==> src/rtl/irq_pkg.sv <==
package irq_pkg;
  localparam int unsigned IRQ_NSRC     = 3;
  localparam int unsigned IRQ_REG_W    = 8;
  localparam int unsigned IRQ_GIE_BIT  = 0;
  localparam int unsigned IRQ_EN_LSB   = 1;
  localparam int unsigned IRQ_FLG_LSB  = IRQ_EN_LSB + IRQ_NSRC;
  localparam int unsigned IRQ_VEC_STEP = 4;
  localparam int unsigned IRQ_IDX_W    = (IRQ_NSRC > 1) ? $clog2(IRQ_NSRC) : 1;

  typedef logic [IRQ_NSRC-1:0] src_vec_t;
endpackage

==> src/rtl/irq_ctrl_reg.sv <==
module irq_ctrl_reg
  import irq_pkg::*;
(
  input  logic                 clk,
  input  logic                 rst_n,
  input  logic                 wr_en,
  input  logic [IRQ_REG_W-1:0] wr_data,
  input  src_vec_t             evt,
  input  logic                 ack,
  input  src_vec_t             ack_mask,
  input  logic                 ret_irq,
  output logic                 gie,
  output src_vec_t             en,
  output src_vec_t             flag,
  output logic [IRQ_REG_W-1:0] rd_data
);
  logic     gie_q, gie_d;
  src_vec_t en_q, en_d;
  src_vec_t flag_q, flag_d;
  src_vec_t flag_base;
  logic     upd;

  // next state: ack clear applied after write, event set applied last
  always_comb begin
    flag_base = wr_en ? wr_data[IRQ_FLG_LSB +: IRQ_NSRC] : flag_q;
    flag_d    = (flag_base & ~(ack ? ack_mask : '0)) | evt;
    en_d      = wr_en ? wr_data[IRQ_EN_LSB +: IRQ_NSRC] : en_q;
    if (ack)          gie_d = 1'b0;
    else if (wr_en)   gie_d = wr_data[IRQ_GIE_BIT];
    else if (ret_irq) gie_d = 1'b1;
    else              gie_d = gie_q;
    upd = wr_en | ack | ret_irq | (|evt);
  end

  always_ff @(posedge clk or negedge rst_n) begin
    if (!rst_n) begin
      gie_q  <= 1'b0;
      en_q   <= '0;
      flag_q <= '0;
    end else if (upd) begin
      gie_q  <= gie_d;
      en_q   <= en_d;
      flag_q <= flag_d;
    end
  end

  always_comb begin
    rd_data                           = '0;
    rd_data[IRQ_GIE_BIT]              = gie_q;
    rd_data[IRQ_EN_LSB +: IRQ_NSRC]   = en_q;
    rd_data[IRQ_FLG_LSB +: IRQ_NSRC]  = flag_q;
  end

  assign gie  = gie_q;
  assign en   = en_q;
  assign flag = flag_q;

  // an event always leaves its flag set after the edge
  for (genvar s = 0; s < IRQ_NSRC; s++) begin : g_evt_chk
    a_r3_evt_latches: assert property (@(posedge clk) disable iff (!rst_n)
      evt[s] |=> flag_q[s]);
  end
endmodule

==> src/rtl/irq_prio_pick.sv <==
module irq_prio_pick #(
  parameter int unsigned N     = 3,
  parameter int unsigned IDX_W = (N > 1) ? $clog2(N) : 1
) (
  input  logic [N-1:0]     req,
  output logic [N-1:0]     grant,
  output logic [IDX_W-1:0] idx,
  output logic             any
);
  logic [N:0] blocked;

  assign blocked[0] = 1'b0;
  for (genvar i = 0; i < N; i++) begin : g_chain
    assign grant[i]     = req[i] & ~blocked[i];
    assign blocked[i+1] = blocked[i] | req[i];
  end
  assign any = blocked[N];

  always_comb begin
    idx = '0;
    for (int i = 0; i < N; i++) begin
      if (grant[i]) idx = IDX_W'(i);
    end
  end
endmodule

==> src/rtl/irq_ack_unit.sv <==
module irq_ack_unit
  import irq_pkg::*;
#(
  parameter int unsigned ADDR_W = 12
) (
  input  logic              clk,
  input  logic              rst_n,
  input  logic              smp,
  input  logic              stk_full,
  input  logic              gie,
  input  src_vec_t          pend,
  output logic              ack,
  output src_vec_t          ack_mask,
  output logic              take,
  output logic [ADDR_W-1:0] vec
);
  src_vec_t               grant;
  logic [IRQ_IDX_W-1:0]   idx;
  logic                   any;
  logic                   take_d;
  logic [ADDR_W-1:0]      vec_q, vec_d;

  irq_prio_pick #(.N(IRQ_NSRC), .IDX_W(IRQ_IDX_W)) u_pick (
    .req   (pend),
    .grant (grant),
    .idx   (idx),
    .any   (any)
  );

  always_comb begin
    ack      = smp & gie & ~stk_full & any;
    ack_mask = grant;
    take_d   = ack;
    vec_d    = ADDR_W'((32'(idx) + 32'd1) * IRQ_VEC_STEP);
  end

  always_ff @(posedge clk or negedge rst_n) begin
    if (!rst_n) begin
      take  <= 1'b0;
      vec_q <= '0;
    end else begin
      take <= take_d;
      if (ack) vec_q <= vec_d;
    end
  end

  assign vec = vec_q;

  // a full stack on the sampling edge never yields a push
  a_r8_no_push_when_full: assert property (@(posedge clk) disable iff (!rst_n)
    stk_full |=> !take);
  // no push without a sampling pulse
  a_r11_only_on_pulse: assert property (@(posedge clk) disable iff (!rst_n)
    !smp |=> !take);
endmodule

==> src/rtl/irq_vector_ctrl.sv <==
module irq_vector_ctrl
  import irq_pkg::*;
#(
  parameter int unsigned ADDR_W = 12
) (
  input  logic                 clk,
  input  logic                 rst_n,
  input  logic [IRQ_NSRC-1:0]  src_evt,
  input  logic                 smp_pulse,
  input  logic                 stk_full,
  input  logic                 ret_irq,
  input  logic                 ret_plain,
  input  logic                 ctl_we,
  input  logic [IRQ_REG_W-1:0] ctl_wdata,
  output logic [IRQ_REG_W-1:0] ctl_rd,
  output logic                 irq_take,
  output logic [ADDR_W-1:0]    irq_vec
);
  logic     gie, ack;
  src_vec_t en, flag, ack_mask, pend;

  irq_ctrl_reg u_reg (
    .clk      (clk),
    .rst_n    (rst_n),
    .wr_en    (ctl_we),
    .wr_data  (ctl_wdata),
    .evt      (src_evt),
    .ack      (ack),
    .ack_mask (ack_mask),
    .ret_irq  (ret_irq),
    .gie      (gie),
    .en       (en),
    .flag     (flag),
    .rd_data  (ctl_rd)
  );

  assign pend = en & flag;

  irq_ack_unit #(.ADDR_W(ADDR_W)) u_ack (
    .clk      (clk),
    .rst_n    (rst_n),
    .smp      (smp_pulse),
    .stk_full (stk_full),
    .gie      (gie),
    .pend     (pend),
    .ack      (ack),
    .ack_mask (ack_mask),
    .take     (irq_take),
    .vec      (irq_vec)
  );

  // a push needs global enable set on the sampling edge
  a_r4_take_needs_gie: assert property (@(posedge clk) disable iff (!rst_n)
    irq_take |-> $past(ctl_rd[IRQ_GIE_BIT]) && $past(smp_pulse));
  // global enable reads 0 right after a push
  a_r7_gie_cleared: assert property (@(posedge clk) disable iff (!rst_n)
    irq_take |-> !ctl_rd[IRQ_GIE_BIT]);
  // vector is one of the three fixed entries
  a_r5_vec_legal: assert property (@(posedge clk) disable iff (!rst_n)
    irq_take |-> (irq_vec == ADDR_W'(4) || irq_vec == ADDR_W'(8) || irq_vec == ADDR_W'(12)));
  // timer vectors never win over a pending enabled time base request
  a_r6_tb_first: assert property (@(posedge clk) disable iff (!rst_n)
    (irq_take && irq_vec != ADDR_W'(4)) |-> !($past(ctl_rd[IRQ_FLG_LSB]) && $past(ctl_rd[IRQ_EN_LSB])));
  // plain return alone leaves global enable unchanged
  a_r9_plain_ret_keeps: assert property (@(posedge clk) disable iff (!rst_n)
    (ret_plain && !ret_irq && !ctl_we && !ack) |=> ctl_rd[IRQ_GIE_BIT] == $past(ctl_rd[IRQ_GIE_BIT]));
  // return-from-interrupt sets global enable when nothing overrides it
  a_r9_reti_sets: assert property (@(posedge clk) disable iff (!rst_n)
    (ret_irq && !ctl_we && !ack) |=> ctl_rd[IRQ_GIE_BIT]);
endmodule

==> config.mk <==
export PLATFORM = sky130hd
export DESIGN_NAME = irq_vector_ctrl
export DESIGN_NICKNAME = d
export VERILOG_FILES = /design/src/rtl/irq_pkg.sv /design/src/rtl/irq_ctrl_reg.sv /design/src/rtl/irq_prio_pick.sv /design/src/rtl/irq_ack_unit.sv /design/src/rtl/irq_vector_ctrl.sv
export SDC_FILE = /design/constraint.sdc
export NUM_CORES = 1
export LEC_CHECK = 0
export CAP_MARGIN = 0
export CORE_MARGIN = 8
export CORE_UTILIZATION = 37
export DETAILED_ROUTE_END_ITERATION = 8
export PLACE_DENSITY = 0.88
export SLEW_MARGIN = 30
export SYNTH_ARGS = -nofsm -noshare
export SYNTH_HDL_FRONTEND = slang
export SYNTH_SLANG_ARGS = --single-unit
==> constraint.sdc <==
create_clock -name clk -period 1.4 [get_ports clk]
set_input_delay 0.28 -clock clk [delete_from_list [all_inputs] [get_ports clk]]
set_output_delay 0.28 -clock clk [all_outputs]
set_load 0.1 [all_outputs]
==> flow_summary_export.csv, run 1 <==
group,metric,value,unit
critical_path,crit_path_max_fanout,3,
critical_path,slowest_delay,0.45,ns
route,vias,446,
cells_and_area,area_growth,66.2,%
synth,synth_simple_gate_area_share,15.3,%
synth,muxShareOfSynthArea,11.0,%
critical_path,critPathTopFamily,"flip-flops",
route,routed_wl,1400,um
die,start_util,39.1,%
cells_and_area,design_area,967,um^2
synth,synthCells,50,
pwr,seqPwrFrac,30.4,%
die,ios,39,
cts,cts-htree-levels,1,
timing,rsz0062_at_grt,"false",
synth,synth_top_family_by_area,"buffers and inverters",
die,core_area,1490,um^2
pwr,p_int,0.700,mW
pwr,vdd_drop_max,788,uV
timing,finalSetupTns,0,ns
placement,post_dp_cell_area,941,um^2
critical_path,slowest_stage,"dfrtp_1",
synth,synth_fa_ha_area_share,0,%
placement,gp_congestion,0.709,
cts,cts-root-buf,"clkbuf_4",
cells_and_area,insertedDiodeCount,0,
route,first_pass_iters,5,
timing,fin_crit_sh,87.0,%
global_route,grt_pass1_vias,488,
route,routed_via_density,4.69,
route,route.detailed.drc,0,
critical_path,critPathCaptureType,"output pin",
global_route,grt_antenna_before_repair,0,
critical_path,crit_chain,"buf_12",
cts,insertion_delay,0.27,ns
critical_path,required,1.12,ns
route,drtIter0Drc,5,
die,fp.dieW,55.7,um
synth,synth_compound_area_share,10.1,%
global_route,gr-total-overflow,0,
cts,cts_buffers,3,
timing,drv_slew,0,
timing,skew,0.00159,ns
timing,period_needed,1.22,ns
cts,clkSinkCount,11,
die,design.die.area,3100,um^2
cts,cts_hold_buf,0,
timing,finalHoldViolCount,0,
pwr,swShare,47.6,%
synth,seq_area_frac_synth,47.3,%
critical_path,critPathKind,"flop to output pin",
placement,hpwl,1190,um
min_path,hold_path_class,"input pin to async pin",
synth,synth.distinct_cells,20,
flow_run,maxCapViolCount,0,
global_route,grt.total_usage,10.1,%
pwr,pwr-share-comb,53.1,%
cts,clockBufferDepth,2,
cells_and_area,drive_gt1_share,38.0,%
synth,avgSynthCellArea,11.6,um^2
synth,syn_area,582,um^2
cts,clk_pin_slew,0.07,ns
timing,fin_hold_ws,0.336,ns
cts,cts_tree,"done",
timing,setup_viol,0,
global_route,grt_pass1_wl,2420,um
critical_path,cp_num_buf_inv,1,
cells_and_area,multiInputGateArea,249,um^2
route,wl_per_cell,14.8,um
cts,cts-resized-gates,0,
pwr,power-per-cell-area,1380,nW/um^2
cells_and_area,area.sequential,283,um^2
pwr,clkPwrFrac,16.6,%
synth,yosysWarnings,0,
cells_and_area,layout.nets,98,
die,die_h,55.7,um
placement,portBuffers,26,
timing,max_freq,821,MHz
run_status,run_status,"finished clean",
route,drt.antenna.violating_nets,0,
global_route,grt_max_degree,12,
critical_path,startpoint_type,"flop",
pwr,p_switching,0.637,mW
critical_path,cp_data_arrival_time,0.94,ns
synth,synth-seq-cells,11,
cts,post-cts-setup-buffers,0,
pwr,p_leak,0.439,nW
synth,post_synth_xor_area_fraction,0,%
cells_and_area,nFillCells,115,
die,row_count,14,
==> through the flow <==
stage	total power [mW]	setup slack (ns)	cells	utilization, %
final	1.34	0.183	95	65.0
after global routing	1.39	0.147	95	65.0
after CTS	1.35	0.165	95	65.0
after detailed placement	1.13	-0.0400	91	63.2
after global placement	1.11	-0.0157	91	63.2
after floorplan	0.892	-0.0816	59	-
==> sequential cells by signal, summed over array words and instances, names as in the netlist <==
signal      flops
u_ack.take      1
u_ack.vec       3
u_reg.en        3
u_reg.flag      3
u_reg.gie       1
==> layout by cell type (no fill, tap or decap), drive strengths merged, types with 2 or more instances in the layout <==
cell type / count
o21bai: 3
dfrtp: 11
nor2b: 2
nor3: 2
mux2: 3
clkdlybuf4s50: 15
mux2i: 3
nand2: 3
buf: 13
clkbuf: 4
conb: 10
==> Yosys cell counts <==
cell	number	area (um^2)
nor3b_2	1	12.5
mux2i_1	3	30.0
mux2_2	3	33.8
a311oi_2	1	15.0
conb_1	1	3.75
nor2_1	1	3.75
inv_1	1	3.75
and4bb_2	1	12.5
o22a_2	1	10.0
dfrtp_1	11	275
a21oi_1	1	5.00
buf_4	11	82.6
o21bai_1	3	22.5
nor2b_1	2	12.5
nand3b_4	1	20.0
nor3_1	2	10.0
nand2_1	3	11.3
buf_2	1	5.00
a31oi_1	1	6.26
and2_0	1	6.26
==> metal layers <==
layer	global-route usage [%]	share of wire (%)
met3	7.76	16
met5	0	0
met4	8.45	3.1
met2	13.5	45
met1	9.97	37
==> logic make-up after synthesis <==
group / Yosys count
AOI/OAI and AO/OA: 7
other: 1
buffers and inverters: 13
muxes: 6
DFF: 11
and+or+nand+nor: 12
==> area by class of cell <==
cell class | instances | share of cell area [%]
inverter | 1 | 0.388
timing repair buffer | 28 | 39.8
multi-input combinational | 35 | 25.7
tap | 16 | 2.07
clock buffer | 4 | 2.72
sequential | 11 | 29.2
==> worst register-to-register path: cells and delay by family, from the launching register on <==
| kind | cells | cell delay [ns] |
|---|---|---|
| flip-flops | 1 | 0.45 |
| AND/OR/NAND/NOR | 2 | 0.24 |
| AO/OA/AOI/OAI | 1 | 0.27 |
==> power by group through the flow <==
stage	logic, mW	registers, mW	clock network (mW)
2_1_floorplan	0.249	0.643	0
3_3_place_gp	0.704	0.410	0
3_5_place_dp	0.711	0.414	0
4_1_cts	0.712	0.407	0.228
5_1_grt	0.731	0.410	0.249
6_report	0.709	0.406	0.221
==> final timing paths <==
kind | cells past startpoint | start | endpoint | slack, ns
setup / recovery | 1 | u_reg.gie$_DFFE_PN0P_ | ctl_rd[0] | 0.18
max in group asynchronous | 1 | rst_n | u_reg.flag[2]$_DFFE_PN0P_ | 0.70
setup reg to reg | 3 | u_reg.gie$_DFFE_PN0P_ | u_reg.gie$_DFFE_PN0P_ | 0.31
hold / removal | 1 | rst_n | u_ack.vec[3]$_DFFE_PN0N_ | 0.34
hold reg to reg | 1 | u_reg.en[2]$_DFFE_PN0P_ | u_reg.en[2]$_DFFE_PN0P_ | 0.58
min in group clk | 2 | src_evt[2] | u_reg.flag[2]$_DFFE_PN0P_ | 0.57
(Power assumes the default switching activity.)
==> run 2, diff against run 1 <==
CORE_AREA = 8 8 45 47   (was unset)
CORE_MARGIN = unset   (was 8)
CORE_UTILIZATION = unset   (was 37)
DIE_AREA = 0 0 53 55   (was unset)
DONT_BUFFER_PORTS = 1   (was unset)
PLACE_DENSITY = 0.63   (was 0.88)
==> flow_summary_export.csv, run 2 (synthesis results as in run 1) <==
group,metric,value,unit
run_status,run_status,"finished clean",
route,vias,374,
route,drtIter0Drc,0,
pwr,p_leak,0.324,nW
timing,rsz0062_at_grt,"false",
cts,clkSinkCount,11,
critical_path,cp_data_arrival_time,1.00,ns
global_route,grt_pass1_wl,1880,um
cells_and_area,drive_gt1_share,44.4,%
cts,cts-root-buf,"clkbuf_4",
cts,clockBufferDepth,2,
flow_run,maxCapViolCount,0,
cells_and_area,layout_commonest_cell,"buf_4",
timing,timing.final.ws_setup,0.123,ns
cts,cts_buffers,3,
pwr,power-per-cell-area,1720,nW/um^2
placement,gp_congestion,0.685,
cells_and_area,layout_common_cells,"buf_4 (11), conb_1 (10), dfrtp_2 (6)",
die,start_util,42.0,%
die,row_count,14,
cells_and_area,layout.nets,82,
route,route.detailed.drc,0,
die,ios,39,
die,die_h,55,um
timing,max_freq,783,MHz
route,wl_per_cell,15.6,um
cts,clk_pin_slew,0.07,ns
placement,post-place-ws,0.368,ns
route,drt.antenna.violating_nets,0,
cts,cts-resized-gates,0,
die,core_area,1380,um^2
min_path,hold_depth,1,
global_route,gr-total-overflow,0,
critical_path,crit_cells,1,
critical_path,critPathCaptureType,"output pin",
critical_path,slowest_stage,"dfrtp_1",
timing,setup_viol,0,
critical_path,crit_chain,"buf_4",
route,routed_via_density,4.73,
cells_and_area,insertedDiodeCount,0,
critical_path,reg2reg_depth,3,
die,fp.dieW,53,um
cts,cts_tree,"done",
min_path,hold_path_class,"input pin to flop",
critical_path,critPathTopFamily,"flip-flops",
global_route,grt_max_degree,12,
timing,slew_headroom,66.7,%
cts,cts-htree-levels,1,
timing,drv_slew,0,
pwr,vdd_drop_max,660,uV
global_route,grt_pass1_vias,391,
timing,finalHoldViolCount,0,
critical_path,startpoint_type,"flop",
timing,fin_crit_sh,91.2,%
route,first_pass_iters,1,
route,routed_wl,1230,um
critical_path,required,1.12,ns
timing,skew,0.000293,ns
critical_path,critPathKind,"flop to output pin",
cts,insertion_delay,0.26,ns
timing,tightestPinTransition,0.498,ns
critical_path,slowest_delay,0.41,ns
timing,finalSetupTns,0,ns
critical_path,crit_path_max_fanout,3,
cells_and_area,area_growth,15.9,%
timing,period_needed,1.28,ns
global_route,grt.total_usage,9.04,%
global_route,grt_antenna_before_repair,0,
die,design.die.area,2920,um^2
placement,portBuffers,0,
pwr,power,1.16,mW
critical_path,cp_num_buf_inv,1,
## run 2: cell types whose count changed in the layout (fill, tap and decap cells not counted)
| cell | change |
|---|---|
| buf_12 | -11 |
| buf_4 | +9 |
| clkdlybuf4s50_1 | -15 |
| dlygate4sd3_1 | +1 |
## run 2: layer usage
layer	global-route usage, %	vias to the layer above	part of all wire (%)
met5	0	-	0
met4	6.47	0	0
met3	5.08	0	14
met2	12.9	23	47
met1	9.97	172	39
li1	-	179	-
## run 2: worst paths after layout
check / startpoint / slack [ns] / endpoint
worst max-delay path: u_reg.gie$_DFFE_PN0P_ / 0.12 / ctl_rd[0]
worst min-delay path: src_evt[1] / 0.12 / u_reg.flag[1]$_DFFE_PN0P_
worst max register to register: u_reg.gie$_DFFE_PN0P_ / 0.36 / u_reg.flag[2]$_DFFE_PN0P_
worst min register to register: u_ack.vec[3]$_DFFE_PN0N_ / 0.50 / u_ack.vec[3]$_DFFE_PN0N_
max in group asynchronous: rst_n / 0.63 / u_reg.flag[1]$_DFFE_PN0P_
min in group asynchronous: rst_n / 0.41 / u_reg.en[1]$_DFFE_PN0P_
## run 2: what timing repair did
| item | 4_1_cts | 5_1_grt |
|---|---|---|
| setup buffers | 0 | 0 |
| hold endpoints to repair | 11 | 0 |
| hold buffers | 1 | 0 |
## run 2: final cells by class
type / count / area [um^2]
multi-input cells: 35 / 249
well taps: 16 / 20.0
repair buffers: 12 / 92.6
inverters: 1 / 3.75
flip-flops and latches: 11 / 283
fillers: 143 / 709
clock buffers: 4 / 26.3
## run 2: report_power, final
group          total, mW  internal (mW)  leakage, nW  switching [mW]
Sequential         0.382          0.358        0.123          0.0242
Clock              0.216          0.110       0.0150           0.105
Combinational      0.561         0.0966        0.186           0.464
Total               1.16          0.565        0.324           0.593
## run 2: through the flow
| step | utilization [%] | instance area [um^2] | hold WS, ns | cells |
|---|---|---|---|---|
| after floorplan | - | 623 | -0.0156 | 59 |
| after global placement | 46.1 | 638 | -0.0152 | 74 |
| after detailed placement | 46.1 | 638 | -0.0153 | 74 |
| after CTS | 48.7 | 674 | 0.114 | 79 |
| after global routing | 48.7 | 674 | 0.103 | 79 |
| final | 48.7 | 674 | 0.122 | 79 |
